### src/rtl/tmr_pkg.sv
package tmr_pkg;
  localparam int unsigned BYTE_W = 8;
  localparam int unsigned ADDR_W = 3;
  localparam int unsigned N_TMR  = 2;

  typedef enum logic [1:0] {
    TM_13     = 2'd0,
    TM_16     = 2'd1,
    TM_RELOAD = 2'd2,
    TM_SPLIT  = 2'd3
  } tmr_mode_e;

  typedef struct packed {
    logic      gate;
    logic      ext_src;
    tmr_mode_e mode;
  } tmr_cfg_t;

  localparam logic [ADDR_W-1:0] A_MODE = 3'd0;
  localparam logic [ADDR_W-1:0] A_CTRL = 3'd1;
  localparam logic [ADDR_W-1:0] A_T0L  = 3'd2;
  localparam logic [ADDR_W-1:0] A_T0H  = 3'd3;
  localparam logic [ADDR_W-1:0] A_T1L  = 3'd4;
  localparam logic [ADDR_W-1:0] A_T1H  = 3'd5;

  localparam int unsigned RUN_LSB  = 0;
  localparam int unsigned FLAG_LSB = 2;
endpackage

### src/rtl/tmr_prescale.sv
module tmr_prescale #(
  parameter int unsigned DIV = 12
) (
  input  logic clk,
  input  logic rst_n,
  output logic tick
);
  localparam int unsigned CW = (DIV > 1) ? $clog2(DIV) : 1;

  logic [CW-1:0] cnt_q;
  logic [CW-1:0] cnt_d;

  always_comb begin
    tick  = (cnt_q == CW'(DIV - 1));
    cnt_d = tick ? '0 : cnt_q + CW'(1);
  end

  always_ff @(posedge clk or negedge rst_n) begin
    if (!rst_n) cnt_q <= '0;
    else        cnt_q <= cnt_d;
  end
endmodule

### src/rtl/tmr_edge.sv
module tmr_edge (
  input  logic clk,
  input  logic rst_n,
  input  logic tick,
  input  logic pin,
  output logic fall
);
  logic smp_q, smp_d;
  logic old_q, old_d;

  always_comb begin
    smp_d = tick ? pin   : smp_q;
    old_d = tick ? smp_q : old_q;
  end

  always_ff @(posedge clk or negedge rst_n) begin
    if (!rst_n) begin
      smp_q <= 1'b0;
      old_q <= 1'b0;
    end else begin
      smp_q <= smp_d;
      old_q <= old_d;
    end
  end

  // high sample followed by low sample; held for the next machine cycle
  assign fall = old_q & ~smp_q;
endmodule

### src/rtl/tmr_core.sv
module tmr_core
  import tmr_pkg::*;
#(
  parameter int unsigned W   = BYTE_W,
  parameter int unsigned PRE = 5
) (
  input  tmr_mode_e    mode,
  input  logic         en_lo,
  input  logic         en_hi,
  input  logic [W-1:0] lo_q,
  input  logic [W-1:0] hi_q,
  output logic [W-1:0] lo_d,
  output logic [W-1:0] hi_d,
  output logic         ovf_main,
  output logic         ovf_upper
);
  localparam int unsigned W13 = W + PRE;

  logic [W13-1:0] c13, n13;
  logic [2*W-1:0] c16, n16;

  assign c13 = {hi_q, lo_q[PRE-1:0]};
  assign n13 = c13 + W13'(1);
  assign c16 = {hi_q, lo_q};
  assign n16 = c16 + (2*W)'(1);

  always_comb begin
    lo_d      = lo_q;
    hi_d      = hi_q;
    ovf_main  = 1'b0;
    ovf_upper = 1'b0;
    unique case (mode)
      TM_13: if (en_lo) begin
        hi_d     = n13[W13-1:PRE];
        lo_d     = {lo_q[W-1:PRE], n13[PRE-1:0]};
        ovf_main = &c13;
      end
      TM_16: if (en_lo) begin
        {hi_d, lo_d} = n16;
        ovf_main     = &c16;
      end
      TM_RELOAD: if (en_lo) begin
        if (&lo_q) begin
          lo_d     = hi_q;
          ovf_main = 1'b1;
        end else begin
          lo_d = lo_q + W'(1);
        end
      end
      TM_SPLIT: begin
        if (en_lo) begin
          lo_d     = lo_q + W'(1);
          ovf_main = &lo_q;
        end
        if (en_hi) begin
          hi_d      = hi_q + W'(1);
          ovf_upper = &hi_q;
        end
      end
      default: ;
    endcase
  end
endmodule

### src/rtl/tmr_pair.sv
module tmr_pair
  import tmr_pkg::*;
#(
  parameter int unsigned MC_DIV = 12
) (
  input  logic                clk,
  input  logic                rst_n,
  input  logic [ADDR_W-1:0]   reg_addr,
  input  logic                reg_wr,
  input  logic [BYTE_W-1:0]   reg_wdata,
  output logic [BYTE_W-1:0]   reg_rdata,
  input  logic [N_TMR-1:0]    cnt_pin,
  input  logic [N_TMR-1:0]    gate_pin,
  input  logic [N_TMR-1:0]    flag_clr,
  output logic [N_TMR-1:0]    ovf_flag
);
  localparam int unsigned NIB = BYTE_W / 2;

  logic                          mc_tick;
  logic [BYTE_W-1:0]             mode_q, mode_d;
  logic [N_TMR-1:0]              run_q, run_d;
  logic [N_TMR-1:0]              flag_q, flag_d;
  logic [N_TMR-1:0][BYTE_W-1:0]  lo_q, lo_d, hi_q, hi_d;
  logic [N_TMR-1:0][BYTE_W-1:0]  core_lo, core_hi;
  logic [N_TMR-1:0]              fall, src_ok, gate_ok, wr_lo, wr_hi, wr_any;
  logic [N_TMR-1:0]              en_lo, en_hi, ovf_main, ovf_upper, flag_set;
  tmr_cfg_t [N_TMR-1:0]          cfg;
  logic                          wr_mode, wr_ctrl, split0;

  tmr_prescale #(.DIV(MC_DIV)) u_pre (
    .clk  (clk),
    .rst_n(rst_n),
    .tick (mc_tick)
  );

  assign wr_mode = reg_wr & (reg_addr == A_MODE);
  assign wr_ctrl = reg_wr & (reg_addr == A_CTRL);

  for (genvar i = 0; i < N_TMR; i++) begin : g_tmr
    assign cfg[i]     = tmr_cfg_t'(mode_q[i*NIB +: NIB]);
    assign wr_lo[i]   = reg_wr & (reg_addr == (A_T0L + ADDR_W'(2*i)));
    assign wr_hi[i]   = reg_wr & (reg_addr == (A_T0H + ADDR_W'(2*i)));
    assign wr_any[i]  = wr_lo[i] | wr_hi[i];
    assign src_ok[i]  = cfg[i].ext_src ? fall[i] : 1'b1;
    assign gate_ok[i] = ~cfg[i].gate | gate_pin[i];

    tmr_edge u_edge (
      .clk  (clk),
      .rst_n(rst_n),
      .tick (mc_tick),
      .pin  (cnt_pin[i]),
      .fall (fall[i])
    );

    tmr_core #(.W(BYTE_W)) u_core (
      .mode     (cfg[i].mode),
      .en_lo    (en_lo[i]),
      .en_hi    (en_hi[i]),
      .lo_q     (lo_q[i]),
      .hi_q     (hi_q[i]),
      .lo_d     (core_lo[i]),
      .hi_d     (core_hi[i]),
      .ovf_main (ovf_main[i]),
      .ovf_upper(ovf_upper[i])
    );
  end

  assign split0 = (cfg[0].mode == TM_SPLIT);

  // timer 0: low/full counter on its own controls, upper half (split) on run 1
  assign en_lo[0] = mc_tick & src_ok[0] & gate_ok[0] & run_q[0] & ~wr_any[0];
  assign en_hi[0] = mc_tick & run_q[1] & ~wr_any[0];
  // timer 1: loses its run bit to timer 0 in split, halts in its own mode 3
  assign en_lo[1] = mc_tick & src_ok[1] & gate_ok[1] & (split0 | run_q[1])
                  & ~wr_any[1] & (cfg[1].mode != TM_SPLIT);
  assign en_hi[1] = 1'b0;

  assign flag_set[0] = ovf_main[0];
  assign flag_set[1] = split0 ? ovf_upper[0] : ovf_main[1];

  always_comb begin
    mode_d = wr_mode ? reg_wdata : mode_q;
    run_d  = wr_ctrl ? reg_wdata[RUN_LSB +: N_TMR] : run_q;
    for (int i = 0; i < N_TMR; i++) begin
      flag_d[i] = flag_set[i]
                | (~flag_clr[i] & (wr_ctrl ? reg_wdata[FLAG_LSB + i] : flag_q[i]));
      lo_d[i]   = wr_lo[i] ? reg_wdata : core_lo[i];
      hi_d[i]   = wr_hi[i] ? reg_wdata : core_hi[i];
    end
  end

  always_ff @(posedge clk or negedge rst_n) begin
    if (!rst_n) begin
      mode_q <= '0;
      run_q  <= '0;
      flag_q <= '0;
      lo_q   <= '0;
      hi_q   <= '0;
    end else begin
      mode_q <= mode_d;
      run_q  <= run_d;
      flag_q <= flag_d;
      lo_q   <= lo_d;
      hi_q   <= hi_d;
    end
  end

  always_comb begin
    reg_rdata = '0;
    case (reg_addr)
      A_MODE:  reg_rdata = mode_q;
      A_CTRL:  reg_rdata = BYTE_W'({flag_q, run_q});
      A_T0L:   reg_rdata = lo_q[0];
      A_T0H:   reg_rdata = hi_q[0];
      A_T1L:   reg_rdata = lo_q[1];
      A_T1H:   reg_rdata = hi_q[1];
      default: reg_rdata = '0;
    endcase
  end

  assign ovf_flag = flag_q;
endmodule

### config.mk
export PLATFORM = sky130hd
export DESIGN_NAME = tmr_pair
export DESIGN_NICKNAME = d
export VERILOG_FILES = /design/src/rtl/tmr_pkg.sv /design/src/rtl/tmr_prescale.sv /design/src/rtl/tmr_edge.sv /design/src/rtl/tmr_core.sv /design/src/rtl/tmr_pair.sv
export SDC_FILE = /design/constraint.sdc
export NUM_CORES = 1
export LEC_CHECK = 0
export BUFFER_PORTS_ARGS = -buffer_cell sky130_fd_sc_hd__buf_4
export CORE_MARGIN = 2
export CORE_UTILIZATION = 42
export CTS_CLUSTER_SIZE = 12
export DETAILED_ROUTE_END_ITERATION = 12
export MAX_ROUTING_LAYER = met4
export PLACE_DENSITY = 0.69
export SLEW_MARGIN = 10
export SYNTH_ARGS = -nofsm -noshare
export SYNTH_HDL_FRONTEND = slang
export SYNTH_SLANG_ARGS = --single-unit
### constraint.sdc
create_clock -name clk -period 2.75 [get_ports clk]
set_clock_uncertainty 0.1 [all_clocks]
set_input_delay 0.275 -clock clk [delete_from_list [all_inputs] [get_ports clk]]
set_output_delay 0.275 -clock clk [all_outputs]
set_load 0.05 [all_outputs]
==> out/results.txt <==
Status - complete, no violations
Worst skew pair latency - 0.30 ns
Tot Pwr - 2631 uW
Multi-input gate area - 0.002198 sq mm
Grt ovf - 0
Syn Area/Cell - 8.446 sq um
Combinational power share - 33.4%
Drt total wl - 11.29 mm
Placement Setup Slack - 0.4695 ns
Inserted Clock Buffers - 5
Max_cap viols - 0
WL/cell - 20.12 microns
Crit path depth - 7
Clock buffer depth - 2
Worst EP arrival - 2.47 ns
CP Launch Type - flip-flop
Number of global-route vias before repair - 3325
Switching power total - 1134 uW
Final critical-path share of the clock period - 84.21%
Most common cell after layout, fill and taps aside - nand2_1
FF+latch count, synth - 52
CTS tree - built
Critical Path Max Stage Delay - 0.50 ns
Synth warn - 0
H-tree levels - 2
Mapped Nets - 457
Post-synthesis cell area - 0.003657 sq mm
Antenna Nets Post-Route - 0
Endpoints failing hold - 0
Kind of critical path - reg2reg
Synthesis-to-layout area growth - 10.16%
HP Class - in2reg
N_diodes - 0
Routed vias - 3484
Reg-to-reg endpoint - lo_q[12]
Number of flops mapped to enable cells by yosys - 0
Crit-path leading delay family - simple AND/OR/NAND/NOR gates
FF-to-FF path depth - 7
R2R setup slack - 0.43 ns
Unrepaired setup endpoints after global routing - no
Setup crit end - lo_q[12]
GPL Wtd Cong - 0.9818
Share of power burned in registers - 49.3%
CTS clock-pin slew for the worst setup and hold paths - 0.10 ns
Crit-path cells - ha_1 -> and4_1 -> nand2_1 -> nor3b_1 -> a21oi_1 -> nor2_1 -> a221o_1
Area occupied by registers - 0.001301 sq mm
Final TNS setup - 0 ns
WHS - 0.04348 ns
PnR worst setup slack - 0.4342 ns
Clock power share - 17.3%
Static leakage - 0.001556 uW
Core region area - 0.008593 sq mm
Post-DP HPWL - 8.384 mm
Most frequent cells in the layout - nand2_1 (58), dfrtp_1 (52), nor2_1 (41), buf_4 (34), o21ai_0 (33)
Pwr per Cell Area - 653.1 mW/mm^2
Period minus WS final - 2.316 ns
Drt initial violations - 285
CP required - 2.90 ns
Final setup vio count - 0
Slowest cell on crit path - nor3b_1
Initial core utilization - 42.56%
First-pass GRT wire length - 18.34 mm
Max Freq - 0.4318 GHz
Worst reg2reg startpoint - lo_q[8]
Register area share after synthesis - 35.58%
# IOs - 30
Final core occ - 46.88%
CP Launch Point - lo_q[8]
Final #Nets - 476
Max VDD drop - 282.0 uV
Max-Slew Margin vs Limit - 52.96%
Share of cells above drive strength 1 - 15.89%
Std cell rows - 34
Port Buf Inserts - 29
Die area - 0.009470 sq mm
Sw Share - 43.09%
Primary FF master, synth - dfrtp_1
Buf/Inv on CP - 0
Pin count of the biggest net entering global routing - 53
Die Width - 97.32 microns
Root Driver - clkbuf_8
Die Y - 97.32 microns
Detailed Routing Iterations Pass 1 - 5
Filler cells - 857
Least-Margin Pin Slew - 0.7056 ns
Distinct cells, synth - 66
FFs w/ async S/R, synth - 100.0%
Drt via density - 6.210
Total track usage - 25.16%
Worst-path maximum fanout - 7
Drc violations - 0
Antenna violations before repair - 0
Pins Over Slew Limit - 0
Crit end category - flip-flop
Post-Synthesis Cells - 433
Pint - 1497 uW
HP Start - flag_clr[0]
CTS Sinks - 52
-- cell type report --
class / instances / area share (%)
Inverter: 10 / 0.9627
Tap cell: 108 / 3.354
Timing Repair Buffer: 35 / 6.584
Multi-Input combinational cell: 348 / 54.57
Sequential cell: 52 / 32.30
Clock buffer: 5 / 1.708
Clock inverter: 3 / 0.5280
-- cells by family after synthesis --
family,share of synthesized area (%)
AO/OA/AOI/OAI,21.08
XOR/XNOR,4.071
buffers and inverters,4.310
AND/OR/NAND/NOR,26.03
flip-flops,35.58
adder cells (fa/ha/maj),1.369
multiplexers,7.561
-- synth_stat cells, types with 2 or more instances --
| master | n | area (sq um) |
|---|---|---|
| nor2_1 | 41 | 153.9 |
| a32oi_1 | 3 | 26.28 |
| a22oi_1 | 4 | 30.03 |
| o221ai_1 | 2 | 17.52 |
| nand3_2 | 2 | 20.02 |
| nor3b_1 | 5 | 37.54 |
| mux2_2 | 11 | 123.9 |
| nand2b_1 | 7 | 43.79 |
| a211oi_1 | 4 | 30.03 |
| o211ai_1 | 6 | 45.04 |
| and3_1 | 10 | 62.56 |
| mux2i_1 | 13 | 130.1 |
| nand4_1 | 7 | 43.79 |
| buf_6 | 3 | 33.78 |
| dfrtp_1 | 52 | 1301 |
| nand2_1 | 58 | 217.7 |
| buf_2 | 4 | 20.02 |
| xor2_1 | 6 | 52.55 |
| a21oi_2 | 2 | 17.52 |
| or3_1 | 4 | 25.02 |
| clkbuf_1 | 12 | 45.04 |
| inv_1 | 9 | 33.78 |
| nor2b_1 | 5 | 31.28 |
| or2_2 | 3 | 18.77 |
| nor3_1 | 11 | 55.05 |
| a21oi_1 | 21 | 105.1 |
| ha_1 | 4 | 50.05 |
| a31oi_1 | 9 | 56.30 |
| nand3_1 | 19 | 95.09 |
| o2111ai_1 | 2 | 17.52 |
| o21ai_0 | 33 | 165.2 |
| and4_1 | 4 | 35.03 |
| a221oi_1 | 3 | 26.28 |
| o22ai_1 | 6 | 37.54 |
| xnor2_1 | 11 | 96.34 |
| o32ai_1 | 2 | 17.52 |
| a221o_1 | 5 | 50.05 |
| buf_1 | 2 | 7.510 |
-- flip-flops by register name, summed over array words and instances, names as in the netlist --
signal              flops
cfg                     8
g_tmr.u_edge.old_q      2
g_tmr.u_edge.smp_q      2
hi_q                   16
lo_q                   16
ovf_flag                2
run_q                   2
u_pre.cnt_q             4
-- how the worst min path moves through the flow --
stage | cells after the start | slack (ns) | endpoint
after floorplan | 0 | -0.12 | cfg[0]
after global placement | 1 | 0.28 | lo_q[14]
after detailed placement | 1 | 0.27 | lo_q[10]
after CTS | 2 | 0.03 | ovf_flag[0]
after global routing | 2 | 0.03 | ovf_flag[0]
final | 2 | 0.04 | ovf_flag[0]
-- repair_timing --
action / CTS / global route
gates resized for setup: 0 / 0
hold endpoints to repair: 52 / 0
hold buffers: 1 / 0
buffers inserted: 0 / 0
-- through the flow --
stage | area [sq um] | cells
6_report | 4029 | 561
5_1_grt | 4029 | 561
4_1_cts | 4029 | 561
3_5_place_dp | 3929 | 552
3_3_place_gp | 3929 | 552
2_1_floorplan | 3657 | 433
-- routing by layer --
layer / share of wire, % / vias up / GRT usage [%]
li1: - / 1633 / -
met1: 47 / 1704 / 36.67
met2: 46 / 137 / 37.77
met3: 6.4 / 10 / 4.245
met4: 0.84 / 0 / 4.274
met5: 0 / - / -
-- power groups by stage --
stage	Clock [uW]	Sequential, uW	Combinational [uW]
final	454	1300	880
after global routing	504	1330	973
after CTS	472	1280	879
after detailed placement	0	1300	874
after global placement	0	1300	871
after floorplan	0	1110	732
Note: power is estimated with default switching activity, not from simulation.
